`config.mk`:
```
export PLATFORM = sky130hd
export DESIGN_NAME = fuse_dump_seq
export DESIGN_NICKNAME = d
export VERILOG_FILES = /design/src/rtl/fds_pkg.sv /design/src/rtl/fds_power.sv /design/src/rtl/fds_word_rd.sv /design/src/rtl/fds_pack.sv /design/src/rtl/fuse_dump_seq.sv
export SDC_FILE = /design/constraint.sdc
export NUM_CORES = 1
export LEC_CHECK = 0
export ABC_AREA = 1
export BUFFER_PORTS_ARGS = -buffer_cell sky130_fd_sc_hd__buf_2
export CAP_MARGIN = 20
export CORE_ASPECT_RATIO = 0.9
export CORE_UTILIZATION = 59
export DETAILED_ROUTE_END_ITERATION = 10
export PLACE_DENSITY = 0.77
export SLEW_MARGIN = 20
export SYNTH_ARGS = -nofsm -noshare
export SYNTH_HDL_FRONTEND = slang
export SYNTH_SLANG_ARGS = --single-unit
export TNS_END_PERCENT = 30
```
`constraint.sdc`:
```
create_clock -name clk -period 3.36 [get_ports clk]
set_clock_uncertainty 0.15 [all_clocks]
set_input_delay 0.168 -clock clk [delete_from_list [all_inputs] [get_ports clk]]
set_output_delay 0.168 -clock clk [all_outputs]
set_load 0.03 [all_outputs]
```
`src/rtl/fds_pkg.sv`:
```
package fds_pkg;

    typedef enum logic [1:0] {
        ERR_NONE = 2'd0,
        ERR_ARG  = 2'd1,
        ERR_BUSY = 2'd2
    } fds_err_e;

    typedef enum logic [2:0] {
        T_IDLE, T_PUP, T_ISSUE, T_WAIT, T_PACK, T_PDN, T_FIN
    } fds_top_e;

    typedef enum logic [3:0] {
        PW_OFF, PW_WM, PW_UWAIT, PW_SW2, PW_ISOREL, PW_ON,
        PW_ISOSET, PW_DWAIT, PW_WMCLR, PW_BCLR
    } fds_pwr_e;

    typedef enum logic [1:0] {
        RD_IDLE, RD_STROBE, RD_POLL
    } fds_rd_e;

    function automatic logic low2_clear(input logic [1:0] v);
        return v == 2'b00;
    endfunction

    function automatic logic [7:0] le_byte(input logic [31:0] w, input logic [1:0] i);
        return w[8*i +: 8];
    endfunction

endpackage

```
`src/rtl/fds_power.sv`:
```
module fds_power
    import fds_pkg::*;
#(
    parameter int DELAY_CYC = 50000
) (
    input  logic clk,
    input  logic rst,
    input  logic up_req,
    input  logic dn_req,
    input  logic skip,
    output logic wmask_en,
    output logic sw1,
    output logic sw2,
    output logic iso,
    output logic burst_en,
    output logic pwr_on,
    output logic pwr_off
);
    localparam int DCW = (DELAY_CYC > 1) ? $clog2(DELAY_CYC) : 1;

    fds_pwr_e       st;
    logic [DCW-1:0] cnt;

    always_ff @(posedge clk) begin
        if (rst) begin
            st       <= PW_OFF;
            cnt      <= '0;
            wmask_en <= 1'b0;
            sw1      <= 1'b0;
            sw2      <= 1'b0;
            iso      <= 1'b1;
            burst_en <= 1'b0;
        end else begin
            case (st)
                PW_OFF: if (up_req) begin
                    wmask_en <= 1'b1;
                    st       <= PW_WM;
                end
                PW_WM: if (skip) begin
                    burst_en <= 1'b1;
                    st       <= PW_ON;
                end else begin
                    sw1 <= 1'b1;
                    cnt <= '0;
                    st  <= PW_UWAIT;
                end
                PW_UWAIT: if (cnt == DCW'(DELAY_CYC - 1)) begin
                    sw2 <= 1'b1;
                    st  <= PW_SW2;
                end else begin
                    cnt <= cnt + 1'b1;
                end
                PW_SW2: begin
                    iso <= 1'b0;
                    st  <= PW_ISOREL;
                end
                PW_ISOREL: begin
                    burst_en <= 1'b1;
                    st       <= PW_ON;
                end
                PW_ON: if (dn_req) begin
                    if (skip) begin
                        wmask_en <= 1'b0;
                        st       <= PW_BCLR;
                    end else begin
                        iso <= 1'b1;
                        st  <= PW_ISOSET;
                    end
                end
                PW_ISOSET: begin
                    sw2 <= 1'b0;
                    cnt <= '0;
                    st  <= PW_DWAIT;
                end
                PW_DWAIT: if (cnt == DCW'(DELAY_CYC - 1)) begin
                    sw1 <= 1'b0;
                    st  <= PW_WMCLR;
                end else begin
                    cnt <= cnt + 1'b1;
                end
                PW_WMCLR: begin
                    wmask_en <= 1'b0;
                    st       <= PW_BCLR;
                end
                PW_BCLR: begin
                    burst_en <= 1'b0;
                    st       <= PW_OFF;
                end
                default: st <= PW_OFF;
            endcase
        end
    end

    assign pwr_on  = (st == PW_ON);
    assign pwr_off = (st == PW_OFF);

    AST_ISO_NEEDS_SWITCHES: assert property (@(posedge clk) disable iff (rst)
        !iso |-> (sw1 && sw2));
    AST_BURST_LAST_UP: assert property (@(posedge clk) disable iff (rst)
        $rose(burst_en) |-> (wmask_en && (skip || !iso)));
    AST_SKIP_KEEPS_SWITCHES: assert property (@(posedge clk) disable iff (rst)
        skip |-> (!sw1 && !sw2 && iso));
    AST_SW1_DROP_ORDER: assert property (@(posedge clk) disable iff (rst)
        $fell(sw1) |-> (iso && !sw2));
    AST_WMASK_DROP_ORDER: assert property (@(posedge clk) disable iff (rst)
        $fell(wmask_en) |-> (!sw1 && iso && burst_en));

endmodule

```
`src/rtl/fds_word_rd.sv`:
```
module fds_word_rd
    import fds_pkg::*;
#(
    parameter int AW          = 16,
    parameter int TIMEOUT_CYC = 50000000
) (
    input  logic          clk,
    input  logic          rst,
    input  logic          go,
    input  logic [AW-1:0] addr,
    input  logic          fuse_rdy,
    input  logic [31:0]   fuse_data,
    output logic [AW-1:0] fuse_addr,
    output logic          fuse_rd,
    output logic          word_ok,
    output logic          word_to,
    output logic [31:0]   word_data
);
    localparam int TCW = (TIMEOUT_CYC > 1) ? $clog2(TIMEOUT_CYC) : 1;

    fds_rd_e        st;
    logic [TCW-1:0] cnt;

    always_ff @(posedge clk) begin
        if (rst) begin
            st        <= RD_IDLE;
            cnt       <= '0;
            fuse_addr <= '0;
            fuse_rd   <= 1'b0;
            word_ok   <= 1'b0;
            word_to   <= 1'b0;
            word_data <= '0;
        end else begin
            word_ok <= 1'b0;
            word_to <= 1'b0;
            case (st)
                RD_IDLE: if (go) begin
                    fuse_addr <= addr;
                    fuse_rd   <= 1'b1;
                    st        <= RD_STROBE;
                end
                RD_STROBE: begin
                    fuse_rd <= 1'b0;
                    cnt     <= '0;
                    st      <= RD_POLL;
                end
                RD_POLL: if (fuse_rdy) begin
                    word_data <= fuse_data;
                    word_ok   <= 1'b1;
                    st        <= RD_IDLE;
                end else if (cnt == TCW'(TIMEOUT_CYC - 1)) begin
                    word_to <= 1'b1;
                    st      <= RD_IDLE;
                end else begin
                    cnt <= cnt + 1'b1;
                end
                default: st <= RD_IDLE;
            endcase
        end
    end

    AST_STROBE_ONE_CYCLE: assert property (@(posedge clk) disable iff (rst)
        fuse_rd |=> !fuse_rd);
    AST_OK_TO_EXCLUSIVE: assert property (@(posedge clk) disable iff (rst)
        !(word_ok && word_to));

endmodule

```
`src/rtl/fds_pack.sv`:
```
module fds_pack
    import fds_pkg::*;
#(
    parameter int AW = 16
) (
    input  logic          clk,
    input  logic          rst,
    input  logic          load,
    input  logic [31:0]   data,
    input  logic [AW-1:0] base,
    output logic          we,
    output logic [AW-1:0] waddr,
    output logic [7:0]    wdata,
    output logic          last
);
    logic          active;
    logic [1:0]    idx;
    logic [31:0]   word_q;
    logic [AW-1:0] base_q;

    always_ff @(posedge clk) begin
        if (rst) begin
            active <= 1'b0;
            idx    <= '0;
            word_q <= '0;
            base_q <= '0;
        end else if (load) begin
            active <= 1'b1;
            idx    <= '0;
            word_q <= data;
            base_q <= base;
        end else if (active) begin
            idx <= idx + 1'b1;
            if (idx == 2'd3) active <= 1'b0;
        end
    end

    assign we    = active;
    assign waddr = base_q + AW'(idx);
    assign wdata = le_byte(word_q, idx);
    assign last  = active && (idx == 2'd3);

    AST_WORD_STARTS_ALIGNED: assert property (@(posedge clk) disable iff (rst)
        $rose(we) |-> (waddr[1:0] == 2'b00));

endmodule

```
`src/rtl/fuse_dump_seq.sv`:
```
module fuse_dump_seq
    import fds_pkg::*;
#(
    parameter int AW          = 16,
    parameter int DELAY_CYC   = 50000,
    parameter int TIMEOUT_CYC = 50000000
) (
    input  logic          clk,
    input  logic          rst,
    input  logic          cmd_start,
    input  logic [AW-1:0] cmd_addr,
    input  logic [AW-1:0] cmd_len,
    input  logic          cmd_skip_iso,
    output logic          busy,
    output logic          done,
    output logic [1:0]    err_code,
    output logic [AW-1:0] fuse_addr,
    output logic          fuse_rd,
    input  logic          fuse_rdy,
    input  logic [31:0]   fuse_data,
    output logic          wmask_en,
    output logic          pwr_sw1,
    output logic          pwr_sw2,
    output logic          iso_en,
    output logic          burst_en,
    output logic          buf_we,
    output logic [AW-1:0] buf_addr,
    output logic [7:0]    buf_data
);
    fds_top_e      st;
    fds_err_e      err_q;
    logic [AW-1:0] base_q, len_q, off_q;
    logic          skip_q;
    logic          pwr_on, pwr_off;
    logic          word_ok, word_to, pk_last;
    logic [31:0]   word_data;
    logic [AW:0]   off_next;

    assign off_next = {1'b0, off_q} + (AW+1)'(4);

    always_ff @(posedge clk) begin
        if (rst) begin
            st     <= T_IDLE;
            err_q  <= ERR_NONE;
            base_q <= '0;
            len_q  <= '0;
            off_q  <= '0;
            skip_q <= 1'b0;
        end else begin
            case (st)
                T_IDLE: if (cmd_start) begin
                    base_q <= cmd_addr;
                    len_q  <= cmd_len;
                    skip_q <= cmd_skip_iso;
                    off_q  <= '0;
                    if (cmd_len == '0) begin
                        err_q <= ERR_NONE;
                        st    <= T_FIN;
                    end else if (!low2_clear(cmd_addr[1:0]) || !low2_clear(cmd_len[1:0])) begin
                        err_q <= ERR_ARG;
                        st    <= T_FIN;
                    end else begin
                        err_q <= ERR_NONE;
                        st    <= T_PUP;
                    end
                end
                T_PUP:   if (pwr_on) st <= T_ISSUE;
                T_ISSUE: st <= T_WAIT;
                T_WAIT: if (word_ok) begin
                    st <= T_PACK;
                end else if (word_to) begin
                    err_q <= ERR_BUSY;
                    st    <= T_PDN;
                end
                T_PACK: if (pk_last) begin
                    if (off_next >= {1'b0, len_q}) begin
                        st <= T_PDN;
                    end else begin
                        off_q <= off_next[AW-1:0];
                        st    <= T_ISSUE;
                    end
                end
                T_PDN: if (pwr_off) st <= T_FIN;
                T_FIN: st <= T_IDLE;
                default: st <= T_IDLE;
            endcase
        end
    end

    assign busy     = (st != T_IDLE);
    assign done     = (st == T_FIN);
    assign err_code = err_q;

    fds_power #(.DELAY_CYC(DELAY_CYC)) i_power (
        .clk      (clk),
        .rst      (rst),
        .up_req   (st == T_PUP),
        .dn_req   (st == T_PDN),
        .skip     (skip_q),
        .wmask_en (wmask_en),
        .sw1      (pwr_sw1),
        .sw2      (pwr_sw2),
        .iso      (iso_en),
        .burst_en (burst_en),
        .pwr_on   (pwr_on),
        .pwr_off  (pwr_off)
    );

    fds_word_rd #(.AW(AW), .TIMEOUT_CYC(TIMEOUT_CYC)) i_word_rd (
        .clk       (clk),
        .rst       (rst),
        .go        (st == T_ISSUE),
        .addr      (base_q + off_q),
        .fuse_rdy  (fuse_rdy),
        .fuse_data (fuse_data),
        .fuse_addr (fuse_addr),
        .fuse_rd   (fuse_rd),
        .word_ok   (word_ok),
        .word_to   (word_to),
        .word_data (word_data)
    );

    fds_pack #(.AW(AW)) i_pack (
        .clk   (clk),
        .rst   (rst),
        .load  ((st == T_WAIT) && word_ok),
        .data  (word_data),
        .base  (off_q),
        .we    (buf_we),
        .waddr (buf_addr),
        .wdata (buf_data),
        .last  (pk_last)
    );

    AST_DONE_SINGLE: assert property (@(posedge clk) disable iff (rst)
        done |=> !done);
    AST_READ_IN_BURST: assert property (@(posedge clk) disable iff (rst)
        fuse_rd |-> burst_en);
    AST_REJECT_NO_POWER: assert property (@(posedge clk) disable iff (rst)
        (done && err_q == ERR_ARG) |-> (!wmask_en && iso_en && !burst_en));
    AST_ZERO_NO_POWER: assert property (@(posedge clk) disable iff (rst)
        (done && len_q == '0) |-> (!wmask_en && !burst_en));
    AST_WRITE_IN_BURST: assert property (@(posedge clk) disable iff (rst)
        buf_we |-> burst_en);

endmodule

```
==> results of run 1 <==
-- cell families (layout without fill, tap and decap cells) --
kind of cell / Yosys count / after routing / share of synthesized area
buf+inv: 218 / 389 / 0.08307
simple gates: 775 / 775 / 0.3159
compound gates: 288 / 288 / 0.1463
flops: 205 / 205 / 0.3904
fa+ha+maj: 31 / 31 / 0.03690
xor+xnor: 33 / 33 / 0.02749
-- path summary, 6_finish.rpt --
kind,end,slack [ns],depth (start not counted)
hold reg to reg,i_word_rd.fuse_rd,0.31,2
setup reg to reg,off_q[3],0.23,21
setup / recovery,off_q[3],0.23,21
hold / removal,i_word_rd.word_data[31],0.11,3
-- power by group through the flow --
| stage | clock (mW) | combinational (mW) | sequential [mW] |
|---|---|---|---|
| after detailed placement | 0 | 2.80 | 3.04 |
| after CTS | 2.52 | 2.91 | 2.99 |
| after floorplan | 0 | 2.02 | 3.12 |
| final | 2.49 | 3.00 | 3.00 |
| after global placement | 0 | 2.74 | 3.03 |
| after global routing | 2.63 | 3.37 | 3.03 |
-- final cells by class --
class / count / area [µm²] / area share
clock buffer: 31 / 655.6 / 0.05166
clock inverter: 9 / 95.09 / 0.007493
inverter: 142 / 533.0 / 0.04200
multi-input combinational: 1127 / 5558 / 0.4379
sequential: 205 / 4106 / 0.3236
tap: 235 / 294.0 / 0.02317
timing repair buffer: 207 / 1449 / 0.1142
-- critical path: cells and delay by family (launching register included) --
kind	cells	cell delay [ns]
simple gates	16	1.71
fa+ha+maj	2	0.50
flops	1	0.37
xor+xnor	1	0.18
buf+inv	2	0.15
-- metrics by stage --
step                instance area (µm²)  hold WS [ns]
detailed placement                11140        0.2753
floorplan                         10510        0.1618
global placement                  11140        0.2788
finish                            12690        0.1096
CTS                               12660       0.07860
global route                      12690        0.1354
-- sequential cells by signal, summed over array words and instances, names as in the netlist --
signal / count
i_word_rd.fuse_rd: 1
i_word_rd.word_data: 32
i_power.sw2: 1
off_q: 14
i_word_rd.word_ok: 1
err_code: 2
i_power.st: 4
i_word_rd.cnt: 26
i_power.sw1: 1
skip_q: 1
i_word_rd.fuse_addr: 16
i_pack.idx: 2
len_q: 16
i_pack.word_q: 32
st: 3
i_pack.we: 1
i_power.wmask_en: 1
i_word_rd.word_to: 1
i_power.burst_en: 1
i_pack.base_q: 14
base_q: 16
i_power.iso: 1
i_power.cnt: 16
i_word_rd.st: 2
-- cells in the mapped netlist (all sizes together), types with 2 or more instances --
library cell    n
o21bai          3
nand3b          3
buf            14
inv           141
ha             31
a211oi          2
a21oi         150
xnor2           8
and2            2
dfxtp         205
o21ai         108
clkbuf         62
o211ai          9
nor3           30
nand3         112
nor4            5
o22ai           8
or2             4
nand2         325
a31oi           3
xor2           25
nor2          282
nand4           9
a21o            2
-- metal layers --
metal / up-vias / routed length (µm) / track usage
li1: 5327 / - / -
met1: 4755 / 12550 / 0.4067
met2: 325 / 13420 / 0.5366
met3: 42 / 1847 / 0.04913
met4: 0 / 501 / 0.07211
met5: - / 0 / 0
-- what timing repair did --
action,in CTS,in global routing
endpoints found under the setup margin,0,14
hold endpoints to repair,86,0
hold buffers,76,0
resized for setup,0,7
setup buffers,0,2
==> insert_results.sql, run 1 <==
INSERT INTO impl_metrics (metric_group, metric, value, unit) VALUES
('die', 'die_x', '142.7', 'µm'),
('global_route', 'grt_start_max_net_pins', '70', ''),
('routing', 'detail_route.iter0.violations', '701', ''),
('synth', 'asyncSetResetFlopFracSynth', '0', ''),
('sta', 'final-max-slew-violation-count', '0', ''),
('die', 'floorplan.die_area', '0.01836', 'mm²'),
('final_layout', 'diodes', '0', ''),
('clock_network', 'clkSinkCount', '205', ''),
('die', 'design.core.area', '0.01717', 'mm²'),
('power', 'power_density', '669.1', 'mW/mm²'),
('synth', 'mappedNetlistNets', '1650', ''),
('routing', 'total_routed_wirelength', '28310', 'µm'),
('power', 'cell_internal_pwr', '5.266', 'mW'),
('worst_setup_path', 'critical_path_peak_fanout', '18', ''),
('power', 'cellLeakagePower', '5.560', 'nW'),
('final_layout', 'drive_above_1_share', '0.1389', ''),
('synth', 'synthDominantCellAreaShare', '0.3904', ''),
('worst_setup_path', 'cp_data_arrival_time', '3.41', 'ns'),
('routing', 'initial_drt_pass_iterations', '5', ''),
('worst_setup_path', 'critPathLaunchType', 'register', ''),
('final_layout', 'area_delta_synth_final', '20.72', '%'),
('synth', 'synth_register_bits', '205', ''),
('place', 'placed_cells_incl_taps', '1838', ''),
('synth', 'mappedNetlistArea', '0.01051', 'mm²'),
('clock_network', 'clk_pin_slew_worst_paths', '0.06', 'ns'),
('synth', 'synth.distinct_cells', '47', ''),
('worst_setup_path', 'endpoint_kind', 'register', ''),
('routing', 'num_vias', '10450', ''),
('worst_setup_path', 'delay_contributed_by_the_slowest_stage_of_the_critical_path', '0.37', 'ns'),
('final_layout', 'most-common-layout-cells', '315 x sky130_fd_sc_hd__nand2_1, 266 x sky130_fd_sc_hd__nor2_1, 203 x sky130_fd_sc_hd__dfxtp_1, 145 x sky130_fd_sc_hd__a21oi_1, 120 x sky130_fd_sc_hd__inv_1', ''),
('worst_setup_path', 'timing.setup.critical_path_class', 'register to register', ''),
('sta', 'report.final.setup_viol', '0', ''),
('place', 'place.port_buffers', '119', ''),
('global_route', 'grt_residual_overflow', '0', ''),
('clock_network', 'clock_tree.root_cell', 'sky130_fd_sc_hd__clkbuf_16', ''),
('synth', 'synth_top_cells_by_area', 'sky130_fd_sc_hd__dfxtp_1 39%, sky130_fd_sc_hd__nand2_1 11%, sky130_fd_sc_hd__nor2_1 9.5%, sky130_fd_sc_hd__a21oi_1 6.9%, sky130_fd_sc_hd__nand3_1 5.2%', ''),
('sta', 'fin_crit_sh', '0.9322', ''),
('sta', 'setup_tns', '0', 'ns'),
('final_layout', 'fin_nets', '1805', ''),
('die', 'initial_core_util', '0.6122', ''),
('synth', 'synth_sequential_area_ratio', '0.3904', ''),
('sta', 'layout_min_cycle_time', '3.132', 'ns'),
('final_layout', 'fin_cells', '1956', ''),
('power', 'p_sw_frac', '0.3798', ''),
('worst_setup_path', 'crit_chain', 'ha_1 -> nand3_1 -> nor2_2 -> nand2_1 -> inv_2 -> nand3_1 -> xor2_2 -> ha_1 -> nand2_1 -> inv_1 -> nand2_1 -> nor2_1 -> nand2_1 -> nand3_1 -> nand2_1 -> nand4_1 -> nand2_4 -> nand2_4 -> nand2_1 -> nand2_1 -> nor2_1', ''),
('clock_network', 'cts_buffers', '22', ''),
('min_path', 'min_from', 'fuse_rdy', ''),
('run_status', 'status', 'finished, final reports clean', ''),
('routing', 'detail_route.wl_per_cell', '14.48', 'µm'),
('routing', 'detail-route-antenna-nets', '0', ''),
('synth', 'postSynthAreaPerCell', '6.782', 'µm²'),
('global_route', 'grt_pass1_wl', '46110', 'µm'),
('die', 'die_height', '128.6', 'µm'),
('worst_setup_path', 'worst_r2r_startpoint', 'off_q[2]', ''),
('power', 'report.power.total', '8.491', 'mW'),
('sta', 'maxClockFrequency', '319.3', 'MHz'),
('sta', 'max_slew_headroom_at_the_worst_pin', '0.2862', ''),
('routing', 'drt-vias-per-instance', '5.342', ''),
('worst_setup_path', 'crit_slowest_cell', 'sky130_fd_sc_hd__dfxtp_2', ''),
('power', 'seqPwrFrac', '0.353', ''),
('sta', 'worstMarginPinSlew', '1.068', 'ns'),
('worst_setup_path', 'cp.required', '3.64', 'ns'),
('synth', 'synthFlopType', 'sky130_fd_sc_hd__dfxtp_1', ''),
('power', 'comb_power_share', '0.353', ''),
('worst_setup_path', 'source_of_the_critical_timing_path', 'off_q[2]', ''),
('synth', 'ys.warnings.count', '0', ''),
('clock_network', 'tritoncts', 'done', ''),
('global_route', 'antenna_violations_before_repair', '0', ''),
('min_path', 'hp-class', 'primary input to register', ''),
('routing', 'detail_route.drc_violations', '0', ''),
('global_route', 'vias_in_the_first_global_route', '9754', '');
(Power assumes the default switching activity.)
==> run 2: changes to the inputs <==
--- a/config.mk
+++ b/config.mk
@@ -9,11 +9,13 @@
 export BUFFER_PORTS_ARGS = -buffer_cell sky130_fd_sc_hd__buf_2
 export CAP_MARGIN = 20
 export CORE_ASPECT_RATIO = 0.9
-export CORE_UTILIZATION = 59
+export CORE_MARGIN = 2
+export CORE_UTILIZATION = 60
 export DETAILED_ROUTE_END_ITERATION = 10
-export PLACE_DENSITY = 0.77
+export PLACE_DENSITY = 0.78
 export SLEW_MARGIN = 20
 export SYNTH_ARGS = -nofsm -noshare
 export SYNTH_HDL_FRONTEND = slang
+export SYNTH_HIERARCHICAL = 1
 export SYNTH_SLANG_ARGS = --single-unit
 export TNS_END_PERCENT = 30
==> run 2 against run 1 <==
- global-route usage decreased by 1.7 points
- setup slack better by 0.061 ns
- register-to-register slack gained 0.06 ns
- final cell count rose by 6.1%
- critical path depth increased by 1
- total power increased by 3.4%
- combinational power grew 3%
- fmax increased by 2.0%
- sequential power grew 1%
- sequential share of layout area decreased by 1.5 points
- routed wire length increased by 6.1%
- largest power group is now combinational cells
==> insert_results.sql, run 2 <==
INSERT INTO impl_metrics (metric_group, metric, value, unit) VALUES
('run_status', 'status', 'finished, final reports clean', ''),
('worst_setup_path', 'regToRegSetupSlack', '0.29', 'ns'),
('sta', 'crit_path_setup_slack_layout', '0.2893', 'ns'),
('power', 'power_density', '654.6', 'mW/mm²'),
('final_layout', 'stdcell_area', '0.01342', 'mm²'),
('global_route', 'antenna_violations_before_repair', '0', ''),
('clock_network', 'cts_max_path_buffers', '3', ''),
('worst_setup_path', 'cp.required', '3.66', 'ns'),
('worst_setup_path', 'critPathLaunchType', 'register', ''),
('place', 'placement.cell_area', '0.01191', 'mm²'),
('worst_setup_path', 'source_of_the_critical_timing_path', 'off_q[2]', ''),
('worst_setup_path', 'critical_path_peak_fanout', '17', ''),
('global_route', 'track_usage', '0.2938', ''),
('final_layout', 'nFillCells', '1451', ''),
('global_route', 'grt_residual_overflow', '0', ''),
('place', 'dp_hpwl', '19910', 'µm'),
('die', 'design.core.area', '0.01841', 'mm²'),
('worst_setup_path', 'critical_path_buf_inv_count', '3', ''),
('global_route', 'grt_start_max_net_pins', '76', ''),
('synth', 'synthFlopType', 'sky130_fd_sc_hd__dfxtp_1', ''),
('power', 'ir_drop', '505.5', 'µV'),
('die', 'die_x', '148.5', 'µm'),
('die', 'placementRows', '47', ''),
('clock_network', 'cts_htree_levels', '1', ''),
('routing', 'num_vias', '11360', ''),
('synth', 'synth_most_common_cell', 'sky130_fd_sc_hd__nand2_1', ''),
('synth', 'synth_top_cells_by_area', 'sky130_fd_sc_hd__dfxtp_1 37%, sky130_fd_sc_hd__nand2_1 14%, sky130_fd_sc_hd__nor2_1 8.1%, sky130_fd_sc_hd__a21oi_1 6.3%, sky130_fd_sc_hd__nand3_1 4.8%', ''),
('sta', 'maxClockFrequency', '325.7', 'MHz'),
('die', 'floorplan.die_area', '0.01991', 'mm²'),
('routing', 'total_routed_wirelength', '30040', 'µm'),
('synth', 'number_of_enable_type_register_cells_in_the_synthesized_netlist', '0', ''),
('sta', 'rsz0062_at_grt', 'false', ''),
('worst_setup_path', 'crit_slowest_cell', 'sky130_fd_sc_hd__dfxtp_1', ''),
('power', 'report.power.total', '8.784', 'mW'),
('synth', 'netlist_instances', '1659', ''),
('synth', 'synth_register_bits', '207', ''),
('flow_run', 'drv_cap', '0', ''),
('final_layout', 'drive_above_1_share', '0.1438', ''),
('synth', 'synth.cells.most_frequent', '415 x sky130_fd_sc_hd__nand2_1, 243 x sky130_fd_sc_hd__nor2_1, 207 x sky130_fd_sc_hd__dfxtp_1, 143 x sky130_fd_sc_hd__a21oi_1, 129 x sky130_fd_sc_hd__inv_1', ''),
('place', 'place.port_buffers', '119', ''),
('sta', 'layout_min_cycle_time', '3.071', 'ns'),
('global_route', 'grt_pass1_wl', '48710', 'µm'),
('sta', 'final-max-slew-violation-count', '0', ''),
('routing', 'detail-route-antenna-nets', '0', ''),
('routing', 'drt-vias-per-instance', '5.476', ''),
('synth', 'synth_sequential_area_ratio', '0.3675', ''),
('place', 'place_ws', '0.2465', 'ns'),
('worst_setup_path', 'worstReg2RegEnd', 'off_q[4]', ''),
('clock_network', 'clk_pin_slew_worst_paths', '0.06', 'ns'),
('final_layout', 'area_delta_synth_final', '19.01', '%'),
('place', 'placed_cells_incl_taps', '1968', ''),
('worst_setup_path', 'endpoint', 'off_q[4]', ''),
('synth', 'synth.distinct_cells', '44', ''),
('synth', 'asyncSetResetFlopFracSynth', '0', ''),
('clock_network', 'clock_tree.root_cell', 'sky130_fd_sc_hd__clkbuf_16', ''),
('routing', 'initial_drt_pass_iterations', '5', ''),
('sta', 'worstMarginPinSlew', '0.9095', 'ns'),
('clock_network', 'clkSinkCount', '207', ''),
('synth', 'postSynthAreaPerCell', '6.797', 'µm²'),
('clock_network', 'tritoncts', 'done', ''),
('sta', 'fin_crit_sh', '0.9139', ''),
('place', 'globalplace.congestion', '0.9445', ''),
('routing', 'detail_route.drc_violations', '0', ''),
('clock_network', 'clkLatencyLatePin', '0.52', 'ns'),
('worst_setup_path', 'timing.setup.critical_path_class', 'register to register', ''),
('die', 'ioPinCount', '120', ''),
('sta', 'setup_tns', '0', 'ns'),
('die', 'die_height', '134.1', 'µm'),
('final_layout', 'mostFrequentLayoutCell', 'sky130_fd_sc_hd__nand2_1', ''),
('min_path', 'hp-class', 'primary input to register', ''),
('synth', 'mappedNetlistArea', '0.01128', 'mm²'),
('worst_setup_path', 'r2r.worst_path.cells', '22', ''),
('sta', 'hold_ws', '0.1056', 'ns'),
('final_layout', 'fin_cells', '2075', ''),
('synth', 'synth_top_cell_by_area', 'sky130_fd_sc_hd__dfxtp_1', ''),
('worst_setup_path', 'cp_data_arrival_time', '3.37', 'ns'),
('worst_setup_path', 'timing.critical_path.depth', '22', ''),
('sta', 'report.final.setup_viol', '0', ''),
('worst_setup_path', 'worst_path_dominant_cell_family', 'simple AND/OR/NAND/NOR gates', ''),
('clock_network', 'cts_buffers', '22', ''),
('power', 'cellLeakagePower', '5.597', 'nW'),
('worst_setup_path', 'endpoint_kind', 'register', ''),
('final_layout', 'most-common-layout-cells', '415 x sky130_fd_sc_hd__nand2_1, 242 x sky130_fd_sc_hd__nor2_1, 207 x sky130_fd_sc_hd__dfxtp_1, 143 x sky130_fd_sc_hd__a21oi_1, 128 x sky130_fd_sc_hd__inv_1', ''),
('final_layout', 'final_core_util', '0.7290', ''),
('sta', 'max_slew_headroom_at_the_worst_pin', '0.3928', ''),
('routing', 'detail_route.iter0.violations', '877', ''),
('die', 'initial_core_util', '0.6126', ''),
('final_layout', 'biggest_registers_after_layout', 'i_pack/word_q (32), i_word_rd/word_data (32), i_word_rd/cnt (26)', ''),
('global_route', 'vias_in_the_first_global_route', '10260', ''),
('final_layout', 'fin_nets', '1917', ''),
('worst_setup_path', 'worst_r2r_startpoint', 'off_q[2]', ''),
('worst_setup_path', 'crit_chain', 'nand3_1 -> nor3_2 -> inv_1 -> nor2_2 -> nand3_1 -> xor2_1 -> ha_1 -> nand2_1 -> inv_1 -> nand2_1 -> nor2_1 -> nand2_1 -> nand2_1 -> nor2_1 -> nand2_1 -> inv_2 -> nand3_4 -> nand2_8 -> nand2_4 -> nand2_1 -> nand2_1 -> nor2_1', ''),
('worst_setup_path', 'delay_contributed_by_the_slowest_stage_of_the_critical_path', '0.43', 'ns'),
('synth', 'ys.warnings.count', '6', ''),
('worst_setup_path', 'worst_path_most_repeated_cell', 'sky130_fd_sc_hd__nand2_1', ''),
('routing', 'detail_route.wl_per_cell', '14.48', 'µm'),
('sta', 'timing_hold_violations_final', '0', ''),
('synth', 'synthDominantCellAreaShare', '0.3675', '');
run 2: cell types whose count changed after synthesis, sizes merged, moves of 3 or more:
cell | before | now
nand2 | 325 | 435
nand3 | 112 | 123
o211ai | 9 | 1
inv | 141 | 147
a211oi | 2 | 10
nand4 | 9 | 37
buf | 14 | 30
nor4 | 5 | 2
clkbuf | 62 | 41
nor2 | 282 | 261
xnor2 | 8 | 14
a21oi | 150 | 156
nor3 | 30 | 16
o21ai | 108 | 91
run 2: worst min-delay path by stage:
stage / from / endpoint / slack (ns) / depth (start not counted)
global route: fuse_rdy / i_word_rd/word_data[27] / 0.14 / 3
global placement: cmd_skip_iso / skip_q / 0.24 / 3
floorplan: rst / err_code[1] / 0.1 / 1
finish: fuse_rdy / i_word_rd/word_data[7] / 0.11 / 3
detailed placement: rst / err_code[0] / 0.24 / 2
CTS: fuse_rdy / i_word_rd/word_data[12] / 0.06 / 3
run 2: cells by family after synthesis:
family          Yosys count  synth area share
buf+inv                 219           0.08378
compound gates          278            0.1335
flops                   207            0.3675
simple gates            879            0.3447
other cells               1         0.0003326
xor+xnor                 41           0.03185
fa+ha+maj                34           0.03839
run 2: where the power goes:
part | internal (mW) | switching [mW] | total (mW)
registers | 2.78 | 0.266 | 3.04
clock network | 1.63 | 1.04 | 2.66
logic | 1.05 | 2.03 | 3.08
total | 5.45 | 3.33 | 8.78
run 2: worst register-to-register path, delay by kind of cell, from the launching register on:
family	cells	cell delay (ns)
AND/OR/NAND/NOR	17	1.72
XOR/XNOR	1	0.22
adder cells (fa/ha/maj)	1	0.27
buffers and inverters	3	0.20
flip-flops	1	0.43
run 2: routing by layer:
layer  vias to the layer above  part of all wire  GRT usage
met1                      5190              0.43     0.3878
li1                       5691                 -          -
met3                        80             0.066    0.04762
met5                         -                 0          0
met4                         0             0.034     0.1037
met2                       402              0.47     0.4895
run 2: repair_timing:
item,4_1_cts,5_1_grt
gates resized for setup,0,2
buffers inserted,0,0
hold buffers,66,0
hold endpoints to repair,69,0
endpoints found under the setup margin,0,14
run 2: final cells by class:
cell class              count  area (µm²)  area share
repair buffers            201        1399      0.1042
flip-flops and latches    207        4144      0.3088
clock buffers              27       619.3     0.04615
inverters                 148       555.5     0.04140
well taps                 245       306.5     0.02284
clock inverters            12       185.2     0.01380
diodes                      1       2.502   0.0001865
multi-input cells        1234        6207      0.4626
==> run 3: changes to the inputs <==
--- a/config.mk
+++ b/config.mk
@@ -12,7 +12,7 @@
 export CORE_MARGIN = 2
 export CORE_UTILIZATION = 60
 export DETAILED_ROUTE_END_ITERATION = 10
-export PLACE_DENSITY = 0.78
+export PLACE_DENSITY_LB_ADDON = 0.1
 export SLEW_MARGIN = 20
 export SYNTH_ARGS = -nofsm -noshare
 export SYNTH_HDL_FRONTEND = slang
==> run 3 against run 2 <==
- critical path depth decreased by 2
- final cell count fell by 0.19%
- global-route usage rose by 0.33 points
- setup slack improved by 0.085 ns
- sequential cell count unchanged
- clock power down 5%
- first-iteration DRC count is 7.8% higher
- core utilization shrank 0.47 points
- critical endpoint is now off_q[13]
- highest routed layer unchanged
==> insert_results.sql, run 3 (synthesis gave the netlist of run 2 again) <==
INSERT INTO impl_metrics (metric_group, metric, value, unit) VALUES
('sta', 'setup_tns', '0', 'ns'),
('die', 'placementRows', '47', ''),
('sta', 'timing_hold_violations_final', '0', ''),
('place', 'dp_hpwl', '19840', 'µm'),
('die', 'die_height', '134.1', 'µm'),
('power', 'cell_internal_pwr', '5.294', 'mW'),
('clock_network', 'postCtsSetupBuffers', '0', ''),
('clock_network', 'clkLatencyLatePin', '0.52', 'ns'),
('sta', 'fin_crit_sh', '0.8887', ''),
('final_layout', 'diodes', '0', ''),
('final_layout', 'biggest_registers_after_layout', 'i_pack/word_q (32), i_word_rd/word_data (32), i_word_rd/cnt (26)', ''),
('routing', 'total_routed_wirelength', '30130', 'µm'),
('power', 'p_sw_frac', '0.3880', ''),
('sta', 'worstMarginPinSlew', '1.026', 'ns'),
('final_layout', 'mostFrequentLayoutCell', 'sky130_fd_sc_hd__nand2_1', ''),
('power', 'comb_power_share', '0.352', ''),
('place', 'place.port_buffers', '119', ''),
('routing', 'detail_route.iter0.violations', '945', ''),
('clock_network', 'cts_max_path_buffers', '3', ''),
('power', 'ir_drop', '470.7', 'µV'),
('die', 'initial_core_util', '0.6126', ''),
('final_layout', 'nFillCells', '1542', ''),
('global_route', 'grt_residual_overflow', '0', ''),
('die', 'design.core.area', '0.01841', 'mm²'),
('routing', 'detail_route.drc_violations', '0', ''),
('clock_network', 'clk_pin_slew_worst_paths', '0.06', 'ns'),
('sta', 'crit_path_setup_slack_layout', '0.3738', 'ns'),
('place', 'place_ws', '0.2766', 'ns'),
('worst_setup_path', 'cp_data_arrival_time', '3.29', 'ns'),
('die', 'die_x', '148.5', 'µm'),
('global_route', 'grt_pass1_wl', '49250', 'µm'),
('power', 'report.power.total', '8.651', 'mW'),
('worst_setup_path', 'critPathLaunchType', 'register', ''),
('place', 'globalplace.congestion', '0.9473', ''),
('clock_network', 'clkSinkCount', '207', ''),
('worst_setup_path', 'timing.setup.critical_path_class', 'register to register', ''),
('power', 'seqPwrFrac', '0.356', ''),
('final_layout', 'fin_nets', '1914', ''),
('routing', 'initial_drt_pass_iterations', '7', ''),
('global_route', 'antenna_violations_before_repair', '0', ''),
('clock_network', 'cts_htree_levels', '1', ''),
('routing', 'drt-vias-per-instance', '5.436', ''),
('power', 'cellLeakagePower', '5.548', 'nW'),
('clock_network', 'cts_buffers', '23', ''),
('worst_setup_path', 'critical_path_peak_fanout', '17', ''),
('routing', 'num_vias', '11260', ''),
('power', 'switchingPower', '3.357', 'mW'),
('flow_run', 'drv_cap', '0', ''),
('routing', 'detail_route.wl_per_cell', '14.55', 'µm'),
('final_layout', 'area_delta_synth_final', '18.24', '%'),
('clock_network', 'clock_tree.root_cell', 'sky130_fd_sc_hd__clkbuf_16', ''),
('worst_setup_path', 'cp.required', '3.66', 'ns'),
('sta', 'rsz0062_at_grt', 'false', ''),
('global_route', 'vias_in_the_first_global_route', '10230', ''),
('global_route', 'grt_start_max_net_pins', '79', ''),
('worst_setup_path', 'endpoint_kind', 'register', ''),
('sta', 'layout_min_cycle_time', '2.986', 'ns'),
('min_path', 'hp-class', 'primary input to register', ''),
('run_status', 'status', 'finished, final reports clean', ''),
('final_layout', 'most-common-layout-cells', '415 x sky130_fd_sc_hd__nand2_1, 242 x sky130_fd_sc_hd__nor2_1, 205 x sky130_fd_sc_hd__dfxtp_1, 143 x sky130_fd_sc_hd__a21oi_1, 128 x sky130_fd_sc_hd__inv_1', ''),
('sta', 'final-max-slew-violation-count', '0', ''),
('power', 'pwr-share-clk', '0.293', ''),
('routing', 'detail-route-antenna-nets', '0', ''),
('sta', 'maxClockFrequency', '334.9', 'MHz'),
('clock_network', 'tritoncts', 'done', ''),
('die', 'floorplan.die_area', '0.01991', 'mm²'),
('final_layout', 'drive_above_1_share', '0.1429', ''),
('global_route', 'track_usage', '0.2971', ''),
('die', 'ioPinCount', '120', ''),
('sta', 'max_slew_headroom_at_the_worst_pin', '0.3115', ''),
('power', 'power_density', '648.8', 'mW/mm²'),
('sta', 'report.final.setup_viol', '0', '');
[run 3: final cells by class]
class | instances | area (µm²) | area share
Clock buffer | 32 | 669.4 | 0.05021
Inverter | 148 | 555.5 | 0.04167
Timing Repair Buffer | 197 | 1346 | 0.1010
Clock inverter | 8 | 88.84 | 0.006663
Tap cell | 245 | 306.5 | 0.02299
Multi-Input combinational cell | 1234 | 6220 | 0.4665
Sequential cell | 207 | 4146 | 0.3110
[run 3: worst max-delay path, stage by stage (launching register included)]
cell	delay [ns]
sky130_fd_sc_hd__dfxtp_1	0.40
sky130_fd_sc_hd__ha_1	0.23
sky130_fd_sc_hd__nand2_2	0.12
sky130_fd_sc_hd__nor2_1	0.19
sky130_fd_sc_hd__nand3_1	0.12
sky130_fd_sc_hd__xor2_1	0.14
sky130_fd_sc_hd__inv_1	0.08
sky130_fd_sc_hd__ha_1	0.31
sky130_fd_sc_hd__a21oi_1	0.15
sky130_fd_sc_hd__nor2_1	0.06
sky130_fd_sc_hd__nor2_1	0.08
sky130_fd_sc_hd__nand2_1	0.06
sky130_fd_sc_hd__nor2_1	0.08
sky130_fd_sc_hd__nand2_1	0.07
sky130_fd_sc_hd__inv_2	0.07
sky130_fd_sc_hd__nand3_4	0.09
sky130_fd_sc_hd__nand2_8	0.15
sky130_fd_sc_hd__nand2_4	0.12
sky130_fd_sc_hd__nand2_1	0.09
sky130_fd_sc_hd__nand2_1	0.05
sky130_fd_sc_hd__nor2_1	0.10
[run 3: worst paths after layout]
check	to	startpoint	depth (start not counted)	slack [ns]
worst max-delay path	off_q[13]	off_q[3]	20	0.37
worst max register to register	off_q[13]	off_q[3]	20	0.37
worst min-delay path	i_word_rd/fuse_addr[3]	rst	5	0.08
worst min register to register	err_code[1]	err_code[1]	2	0.31
[run 3: layer usage]
metal | global-route usage | vias to the layer above | routed length (µm)
met5 | 0 | - | 0
met4 | 0.08783 | 0 | 858
met3 | 0.04252 | 73 | 1748
met2 | 0.4946 | 364 | 14300
met1 | 0.4030 | 5140 | 13220
li1 | - | 5681 | -
[run 3: per-stage QoR]
stage	hold slack [ns]	instance area, µm²	std cells	util
4_1_cts	0.05378	13300	2071	0.7228
2_1_floorplan	0.09647	11280	1660	-
5_1_grt	0.08722	13330	2071	0.7244
6_report	0.08172	13330	2071	0.7244
3_5_place_dp	0.2503	11900	1966	0.6463
3_3_place_gp	0.2425	11900	1966	0.6463
[run 3: power groups by stage]
stage          clock, mW  sequential [mW]  combinational [mW]
6_report            2.53             3.08                3.04
3_5_place_dp           0             3.11                2.86
4_1_cts             2.56             3.06                2.96
5_1_grt             2.66             3.11                3.42
3_3_place_gp           0             3.10                2.80
2_1_floorplan          0             3.19                2.09
[run 3: timing repair]
| item | 4_1_cts | 5_1_grt |
|---|---|---|
| hold buffers | 65 | 0 |
| setup endpoints to repair | 0 | 14 |
| gates resized for setup | 0 | 6 |
| hold endpoints to repair | 65 | 0 |
